$ cat config.mk
export PLATFORM = sky130hd
export DESIGN_NAME = tft_sync_timer
export DESIGN_NICKNAME = d
export VERILOG_FILES = /design/src/rtl/tft_tg_pkg.sv /design/src/rtl/tft_tg_regs.sv /design/src/rtl/tft_tg_counter.sv /design/src/rtl/tft_tg_pixmux.sv /design/src/rtl/tft_sync_timer.sv
export SDC_FILE = /design/constraint.sdc
export NUM_CORES = 1
export LEC_CHECK = 0
export BUFFER_PORTS_ARGS = -buffer_cell sky130_fd_sc_hd__buf_2
export CAP_MARGIN = 5
export CORE_MARGIN = 2
export CORE_UTILIZATION = 57
export DETAILED_ROUTE_END_ITERATION = 6
export PLACE_DENSITY_LB_ADDON = 0.08
export SLEW_MARGIN = 20
export SYNTH_ARGS = -nofsm -noshare
export SYNTH_HDL_FRONTEND = slang
export SYNTH_SLANG_ARGS = --single-unit
$ cat constraint.sdc
create_clock -name clk -period 5.95 [get_ports clk]
set_input_delay 1.4875 -clock clk [delete_from_list [all_inputs] [get_ports clk]]
set_output_delay 1.4875 -clock clk [all_outputs]
set_load 0.03 [all_outputs]
$ cat src/rtl/tft_tg_pkg.sv
package tft_tg_pkg;

    localparam int TW     = 12;
    localparam int NFIELD = 10;

    typedef logic [TW-1:0] tval_t;

    typedef struct packed {
        tval_t hs_st;
        tval_t hs_w;
        tval_t hde_st;
        tval_t hde_w;
        tval_t htot;
        tval_t vs_st;
        tval_t vs_w;
        tval_t vde_st;
        tval_t vde_w;
        tval_t vtot;
    } timing_t;

    typedef enum logic [2:0] {
        ORD_RGB = 3'd0,
        ORD_RBG = 3'd1,
        ORD_GRB = 3'd2,
        ORD_GBR = 3'd3,
        ORD_BRG = 3'd4,
        ORD_BGR = 3'd5
    } order_e;

    localparam logic [7:0] A_TIM_FIRST = 8'h12;
    localparam logic [7:0] A_TIM_LAST  = 8'h25;
    localparam logic [7:0] A_LOAD      = 8'h29;
    localparam logic [7:0] A_CTRL      = 8'h10;
    localparam logic [7:0] A_ORDER     = 8'h11;
    localparam logic [7:0] A_TP_R      = 8'h2A;
    localparam logic [7:0] A_TP_G      = 8'h2B;
    localparam logic [7:0] A_TP_B      = 8'h2C;
    localparam logic [7:0] A_CLKPOL    = 8'h2D;

    localparam int CB_PAR  = 2;
    localparam int CB_NORM = 3;
    localparam int CB_TEST = 6;

    // reset value of each timing field, in register-pair order
    function automatic tval_t field_default(input int idx);
        case (idx)
            1:       return 12'h010;
            2:       return 12'h038;
            3:       return 12'h140;
            4:       return 12'h1B8;
            6:       return 12'h008;
            7:       return 12'h012;
            8:       return 12'h0F0;
            9:       return 12'h109;
            default: return 12'h000;
        endcase
    endfunction

    // component index (0=R,1=G,2=B) sent in slot 0,1,2
    function automatic logic [2:0][1:0] order_sel(input logic [2:0] code);
        logic [2:0][1:0] s;
        case (order_e'(code))
            ORD_RBG: s = '{2'd1, 2'd2, 2'd0};
            ORD_GRB: s = '{2'd2, 2'd0, 2'd1};
            ORD_GBR: s = '{2'd0, 2'd2, 2'd1};
            ORD_BRG: s = '{2'd1, 2'd0, 2'd2};
            ORD_BGR: s = '{2'd0, 2'd1, 2'd2};
            default: s = '{2'd2, 2'd1, 2'd0};
        endcase
        return s;
    endfunction

    function automatic logic in_window(input tval_t c, input tval_t st, input tval_t w);
        logic [TW:0] stop;
        stop = {1'b0, st} + {1'b0, w};
        return (c >= st) && ({1'b0, c} < stop);
    endfunction

endpackage

$ cat src/rtl/tft_tg_regs.sv
module tft_tg_regs
    import tft_tg_pkg::*;
#(
    parameter int COLOR_W = 7
) (
    input  logic                        clk,
    input  logic                        rst,
    input  logic                        we,
    input  logic [7:0]                  addr,
    input  logic [7:0]                  wdata,
    input  logic                        frame_wrap,
    output timing_t                     tim_o,
    output logic                        par_o,
    output logic                        norm_o,
    output logic                        test_o,
    output logic                        dclk_fall_o,
    output logic [2:0]                  ord_even_o,
    output logic [2:0]                  ord_odd_o,
    output logic [2:0][COLOR_W-1:0]     tp_o
);

    localparam int HI_W = TW - 8;

    tval_t       sh  [NFIELD];
    tval_t       act [NFIELD];
    logic        pend;
    logic        tim_hit;
    logic        hi_byte;
    logic [7:0]  off;
    int          idx;
    logic        load_wr;

    always_comb begin
        off     = addr - A_TIM_FIRST;
        idx     = int'(off[7:1]);
        tim_hit = we && (addr >= A_TIM_FIRST) && (addr <= A_TIM_LAST);
        hi_byte = ~off[0];
        load_wr = we && (addr == A_LOAD) && wdata[0];
    end

    always_ff @(posedge clk) begin
        if (rst) begin
            for (int i = 0; i < NFIELD; i++) begin
                sh[i]  <= field_default(i);
                act[i] <= field_default(i);
            end
            pend        <= 1'b0;
            par_o       <= 1'b1;
            norm_o      <= 1'b1;
            test_o      <= 1'b0;
            dclk_fall_o <= 1'b0;
            ord_even_o  <= 3'd0;
            ord_odd_o   <= 3'd0;
            tp_o        <= '0;
        end else begin
            if (tim_hit) begin
                if (hi_byte) sh[idx][TW-1:8] <= wdata[HI_W-1:0];
                else         sh[idx][7:0]    <= wdata;
            end
            if (we) begin
                case (addr)
                    A_CTRL: begin
                        par_o  <= wdata[CB_PAR];
                        norm_o <= wdata[CB_NORM];
                        test_o <= wdata[CB_TEST];
                    end
                    A_ORDER: begin
                        ord_even_o <= wdata[5:3];
                        ord_odd_o  <= wdata[2:0];
                    end
                    A_TP_R:   tp_o[0]     <= wdata[COLOR_W-1:0];
                    A_TP_G:   tp_o[1]     <= wdata[COLOR_W-1:0];
                    A_TP_B:   tp_o[2]     <= wdata[COLOR_W-1:0];
                    A_CLKPOL: dclk_fall_o <= wdata[2];
                    default: ;
                endcase
            end
            if (pend && frame_wrap) begin
                for (int i = 0; i < NFIELD; i++) act[i] <= sh[i];
            end
            if (load_wr)         pend <= 1'b1;
            else if (frame_wrap) pend <= 1'b0;
        end
    end

    always_comb begin
        tim_o.hs_st  = act[0];
        tim_o.hs_w   = act[1];
        tim_o.hde_st = act[2];
        tim_o.hde_w  = act[3];
        tim_o.htot   = act[4];
        tim_o.vs_st  = act[5];
        tim_o.vs_w   = act[6];
        tim_o.vde_st = act[7];
        tim_o.vde_w  = act[8];
        tim_o.vtot   = act[9];
    end


    commit_at_wrap_chk: assert property (@(posedge clk) disable iff (rst)
        !frame_wrap |=> $stable(tim_o));


    no_pend_no_commit_chk: assert property (@(posedge clk) disable iff (rst)
        (!pend && !load_wr) |=> $stable(tim_o));

endmodule

$ cat src/rtl/tft_tg_counter.sv
module tft_tg_counter
    import tft_tg_pkg::*;
(
    input  logic    clk,
    input  logic    rst,
    input  timing_t tim,
    output tval_t   hcnt,
    output tval_t   vcnt,
    output logic    line_end,
    output logic    frame_wrap
);

    logic v_last;

    always_comb begin
        line_end   = ({1'b0, hcnt} + 13'd1) >= {1'b0, tim.htot};
        v_last     = ({1'b0, vcnt} + 13'd1) >= {1'b0, tim.vtot};
        frame_wrap = line_end && v_last;
    end

    always_ff @(posedge clk) begin
        if (rst) begin
            hcnt <= '0;
            vcnt <= '0;
        end else if (line_end) begin
            hcnt <= '0;
            vcnt <= v_last ? '0 : vcnt + 1'b1;
        end else begin
            hcnt <= hcnt + 1'b1;
        end
    end


    hcnt_range_chk: assert property (@(posedge clk) disable iff (rst)
        (tim.htot != '0) |-> (hcnt < tim.htot));


    vcnt_hold_chk: assert property (@(posedge clk) disable iff (rst)
        !line_end |=> $stable(vcnt));


    vcnt_range_chk: assert property (@(posedge clk) disable iff (rst)
        (tim.vtot != '0) |-> (vcnt < tim.vtot));

endmodule

$ cat src/rtl/tft_tg_pixmux.sv
module tft_tg_pixmux
    import tft_tg_pkg::*;
#(
    parameter int COLOR_W = 7
) (
    input  logic                    clk,
    input  logic                    rst,
    input  timing_t                 tim,
    input  tval_t                   hcnt,
    input  tval_t                   vcnt,
    input  logic                    par,
    input  logic                    norm,
    input  logic                    test,
    input  logic [2:0]              ord_even,
    input  logic [2:0]              ord_odd,
    input  logic [2:0][COLOR_W-1:0] tp,
    input  logic [2:0][COLOR_W-1:0] pix,
    output logic                    hsync_n,
    output logic                    vsync_n,
    output logic                    de,
    output logic [2:0][COLOR_W-1:0] out
);

    logic [1:0]               ph;
    logic [2:0][COLOR_W-1:0]  src;
    logic [2:0][COLOR_W-1:0]  slot;
    logic [2:0][1:0]          sel;
    logic                     pass;

    always_comb begin
        hsync_n = ~in_window(hcnt, tim.hs_st, tim.hs_w);
        vsync_n = ~in_window(vcnt, tim.vs_st, tim.vs_w);
        de      = in_window(hcnt, tim.hde_st, tim.hde_w) &&
                  in_window(vcnt, tim.vde_st, tim.vde_w);
        src     = test ? tp : pix;
        sel     = order_sel(vcnt[0] ? ord_odd : ord_even);
        pass    = de && norm;
    end

    for (genvar k = 0; k < 3; k++) begin : g_slot
        assign slot[k] = src[sel[k]];
    end

    always_comb begin
        out = '0;
        if (pass) begin
            if (par) out = slot;
            else     out[0] = slot[ph];
        end
    end

    always_ff @(posedge clk) begin
        if (rst)       ph <= 2'd0;
        else if (!de)  ph <= 2'd0;
        else           ph <= (ph == 2'd2) ? 2'd0 : ph + 2'd1;
    end


    idle_zero_chk: assert property (@(posedge clk) disable iff (rst)
        !de |-> (out == '0));


    serial_side_chk: assert property (@(posedge clk) disable iff (rst)
        !par |-> (out[1] == '0 && out[2] == '0));


    phase_range_chk: assert property (@(posedge clk) disable iff (rst)
        ph != 2'd3);


    blank_zero_chk: assert property (@(posedge clk) disable iff (rst)
        !norm |-> (out == '0));

endmodule

$ cat src/rtl/tft_sync_timer.sv
module tft_sync_timer
    import tft_tg_pkg::*;
#(
    parameter int COLOR_W = 7
) (
    input  logic               clk,
    input  logic               rst,
    input  logic               reg_we,
    input  logic [7:0]         reg_addr,
    input  logic [7:0]         reg_wdata,
    input  logic [COLOR_W-1:0] pix_r,
    input  logic [COLOR_W-1:0] pix_g,
    input  logic [COLOR_W-1:0] pix_b,
    output logic               hsync_n,
    output logic               vsync_n,
    output logic               de,
    output logic [COLOR_W-1:0] out_r,
    output logic [COLOR_W-1:0] out_g,
    output logic [COLOR_W-1:0] out_b,
    output logic               dclk_fall
);

    timing_t                 tim;
    tval_t                   hcnt;
    tval_t                   vcnt;
    logic                    line_end;
    logic                    frame_wrap;
    logic                    par;
    logic                    norm;
    logic                    test;
    logic [2:0]              ord_even;
    logic [2:0]              ord_odd;
    logic [2:0][COLOR_W-1:0] tp;
    logic [2:0][COLOR_W-1:0] pix;
    logic [2:0][COLOR_W-1:0] out;

    assign pix   = {pix_b, pix_g, pix_r};
    assign out_r = out[0];
    assign out_g = out[1];
    assign out_b = out[2];

    tft_tg_regs #(.COLOR_W(COLOR_W)) u_regs (
        .clk         (clk),
        .rst         (rst),
        .we          (reg_we),
        .addr        (reg_addr),
        .wdata       (reg_wdata),
        .frame_wrap  (frame_wrap),
        .tim_o       (tim),
        .par_o       (par),
        .norm_o      (norm),
        .test_o      (test),
        .dclk_fall_o (dclk_fall),
        .ord_even_o  (ord_even),
        .ord_odd_o   (ord_odd),
        .tp_o        (tp)
    );

    tft_tg_counter u_cnt (
        .clk        (clk),
        .rst        (rst),
        .tim        (tim),
        .hcnt       (hcnt),
        .vcnt       (vcnt),
        .line_end   (line_end),
        .frame_wrap (frame_wrap)
    );

    tft_tg_pixmux #(.COLOR_W(COLOR_W)) u_pix (
        .clk      (clk),
        .rst      (rst),
        .tim      (tim),
        .hcnt     (hcnt),
        .vcnt     (vcnt),
        .par      (par),
        .norm     (norm),
        .test     (test),
        .ord_even (ord_even),
        .ord_odd  (ord_odd),
        .tp       (tp),
        .pix      (pix),
        .hsync_n  (hsync_n),
        .vsync_n  (vsync_n),
        .de       (de),
        .out      (out)
    );

endmodule

==> run_results.csv <==
group,metric,value,unit
logic_synthesis,synth.cell_area,17300,µm²
floorplanning,die_w,178,µm
sta,finalCritPeriodShare,102,%
status,violations,"negative setup slack",
min_path,hold_class,"flop to flop",
layout,finalNonFillerCells,2101,
detailed_routing,drt_first_pass_iters,5,
detailed_routing,remaining_drc_errors,0,
setup_path,cp-end-kind,"output pin",
cts,h-tree-depth,1,
floorplanning,core_area,29800,µm²
floorplanning,die-area,31800,µm²
sta,rsz0062_at_grt,"yes",
sta,slew-limit-headroom,21.0,%
sta,fin_skew,0.00987,ns
logic_synthesis,ys.flop_type,"edfxtp_1",
floorplanning,io_pins,65,
sta,finalHoldViolCount,0,
cts,cts_buffers,31,
layout,drive_gt1_share,9.71,%
status,status,"complete, but fails checks",
sta,slew_viol_final,0,
layout,fillers,2361,
sta,setup_viol,21,
logic_synthesis,synth_seq_cells,298,
grt,antenna_found_initial,0,
layout,final_nets,1899,
setup_path,crit_required,4.46,ns
grt,grt_pass1_vias,11683,
setup_path,crit_type,"flop to output pin",
power,p_leak,7.99,nW
setup_path,worst_setup_path_start_kind,"flop",
logic_synthesis,netlist_instances,1624,
detailed_routing,drt-initial-drc-count,666,
logic_synthesis,synth_edf_count,240,
floorplanning,initial_core_util,58.2,%
floorplanning,placementRows,63,
layout,syn2layout_area_growth,11.1,%
place,gp_congestion,0.911,
setup_path,cp_max_fo,21,
sta,fmax,164,MHz
logic_synthesis,ys_seq_area_share,48.2,%
setup_path,arrival,4.61,ns
logic_synthesis,synth-compound-area-share,10.7,%
logic_synthesis,synth-simple-area-share,17.6,%
grt,grt_util_all_layers,25.0,%
cts,cts.sinks,298,
sta,setup-tns-final,-2.62,ns
sta,layout_setup_ws,-0.146,ns
logic_synthesis,synth_xor_area_share,2.98,%
place,dp_hpwl,27900,µm
grt,grt_overflow,0,
grt,grt_pass1_wl,61800,µm
cts,cts_hold_buf,0,
cts,clk_latency,0.55,ns
sta,worst_pin_slew,1.18,ns
logic_synthesis,synthMuxAreaShare,3.87,%
logic_synthesis,synth_top_family_by_area,"simple AND/OR/NAND/NOR gates",
cts,path_clk_slew,0.06,ns
place,numPortBuffers,64,
logic_synthesis,avgSynthCellArea,10.7,µm²
logic_synthesis,syn-num-nets,1836,
power,ir_drop,0.316,mV
logic_synthesis,synth.distinct_cells,68,
cts,root_buffer,"clkbuf_16",
detailed_routing,vias,12078,
floorplanning,die_h,178,µm
sta,whs,0.492,ns
cts,cts.path.max_buffers,3,
logic_synthesis,yosysWarnings,0,
detailed_routing,finalWirelength,38900,µm
detailed_routing,ant_nets,0,
place,place_inst,2043,
sta,period_needed,6.10,ns
detailed_routing,drt-wirelength-per-cell,18.5,µm
logic_synthesis,synthArstFlopShare,0,%
grt,grt_start_max_net_pins,85,
flow_run,drv_cap,0,
detailed_routing,viasPerCell,5.75,
power,power,4.61,mW
power,powerDensity,240,nW/µm²
cts,cts_tree,"yes",
logic_synthesis,synth_fa_ha_area_share,12.6,%
layout make-up:
cell class / instances / area (µm²) / area share, %
multi-input cells: 1167 / 8390 / 43.6
diodes: 1 / 2.50 / 0.0130
well taps: 390 / 488 / 2.53
inverters: 105 / 394 / 2.05
clock buffers: 34 / 817 / 4.24
flip-flops and latches: 298 / 8370 / 43.4
repair buffers: 84 / 577 / 2.99
clock inverters: 22 / 221 / 1.15
cell families after synthesis:
| kind of cell | Yosys count |
|---|---|
| DFF | 298 |
| adders and majority gates | 172 |
| buffers and inverters | 159 |
| xor gates and xnor gates | 59 |
| muxes | 67 |
| AOI/OAI and AO/OA | 273 |
| and+or+nand+nor | 596 |
layer usage:
layer / wire [µm] / track usage (%) / vias to the layer above
li1: - / - / 5987
met2: 18000 / 41.1 / 315
met1: 17800 / 34.8 / 5721
met5: 0 / 0 / -
met4: 858 / 6.10 / 0
met3: 2240 / 3.99 / 55
power by group:
part           switching [mW]  total (mW)  internal [mW]  leakage (nW)
clock                   0.825        1.95           1.13         0.499
combinational           0.198       0.323          0.125          4.71
sequential             0.0283        2.34           2.31          2.78
total                    1.05        4.61           3.56          7.99
layout by cell type, fill, tap and decap left out, types with 21 or more instances in the layout:
cell type / instances
nor2b_1: 23
and2_1: 106
clkbuf_16: 31
buf_4: 29
buf_2: 43
xnor2_1: 27
and3_1: 21
nand3_1: 45
inv_1: 105
o21ai_0: 45
dfxtp_1: 57
nand2_1: 88
ha_1: 168
edfxtp_1: 240
mux2i_1: 67
a21oi_1: 67
nand2b_1: 68
xor2_1: 32
nor2_1: 176
cell usage after synthesis, types with 36 or more instances:
library cell | n | area (µm²)
edfxtp_1 | 240 | 7210
nor2_1 | 177 | 664
ha_1 | 168 | 2100
and2_1 | 106 | 663
inv_1 | 105 | 394
nand2_1 | 88 | 330
a21oi_1 | 70 | 350
nand2b_1 | 68 | 425
mux2i_1 | 67 | 671
dfxtp_1 | 58 | 1160
o21ai_0 | 46 | 230
nand3_1 | 45 | 225
clkbuf_1 | 36 | 135
stage by stage:
| stage | util, % | worst slack (ns) | instance area, µm² |
|---|---|---|---|
| final | 64.7 | -0.146 | 19300 |
| after global routing | 64.6 | -0.350 | 19300 |
| after CTS | 64.5 | -0.116 | 19200 |
| after detailed placement | 60.6 | 0.179 | 18100 |
| after global placement | 60.6 | 0.247 | 18000 |
| after floorplan | - | 0.0477 | 17300 |
state kept, by name (all words and copies together) (netlist names), 2 cells and up:
signal	flops
u_regs.tp_o	21
u_regs.sh	120
u_regs.act	120
u_regs.ord_odd_o	3
u_cnt.vcnt	12
u_regs.ord_even_o	3
u_cnt.hcnt	12
u_pix.ph	2
path summary, 6_finish.rpt:
check / endpoint / start / cells after the start / slack [ns]
setup / recovery: out_g[1] / u_regs.act[0][97]$_SDFFCE_PN0P_ / 18 / -0.15
hold / removal: u_regs.norm_o$_SDFFE_PP1P_ / u_regs.norm_o$_SDFFE_PP1P_ / 1 / 0.49
setup reg to reg: u_regs.act[0][5]$_SDFFCE_PN0P_ / u_cnt.vcnt[1]$_SDFFE_PP0P_ / 14 / 1.45
hold reg to reg: u_regs.norm_o$_SDFFE_PP1P_ / u_regs.norm_o$_SDFFE_PP1P_ / 1 / 0.49
critical path, cell delays in order (launching register included):
cell and delay [ns]:
edfxtp_1 0.39, ha_1 0.31, a21o_1 0.19, a21oi_2 0.17, nor2_1 0.07, or4_1 0.42, a41o_1 0.28, o41ai_2 0.23
xor2_1 0.11, ha_1 0.22, a211oi_1 0.24, nor3_1 0.11, nor3_1 0.22, a2111oi_2 0.07, buf_4 0.18, nor4b_4 0.30
buf_12 0.18, o2111a_1 0.19, buf_4 0.16
what timing repair did:
action | in CTS | in global routing
resized for setup | 47 | 6
setup buffers | 1 | 0
pin swaps | 2 | 0
endpoints found under the setup margin | 22 | 24
Note: power is estimated with default switching activity, not from simulation.
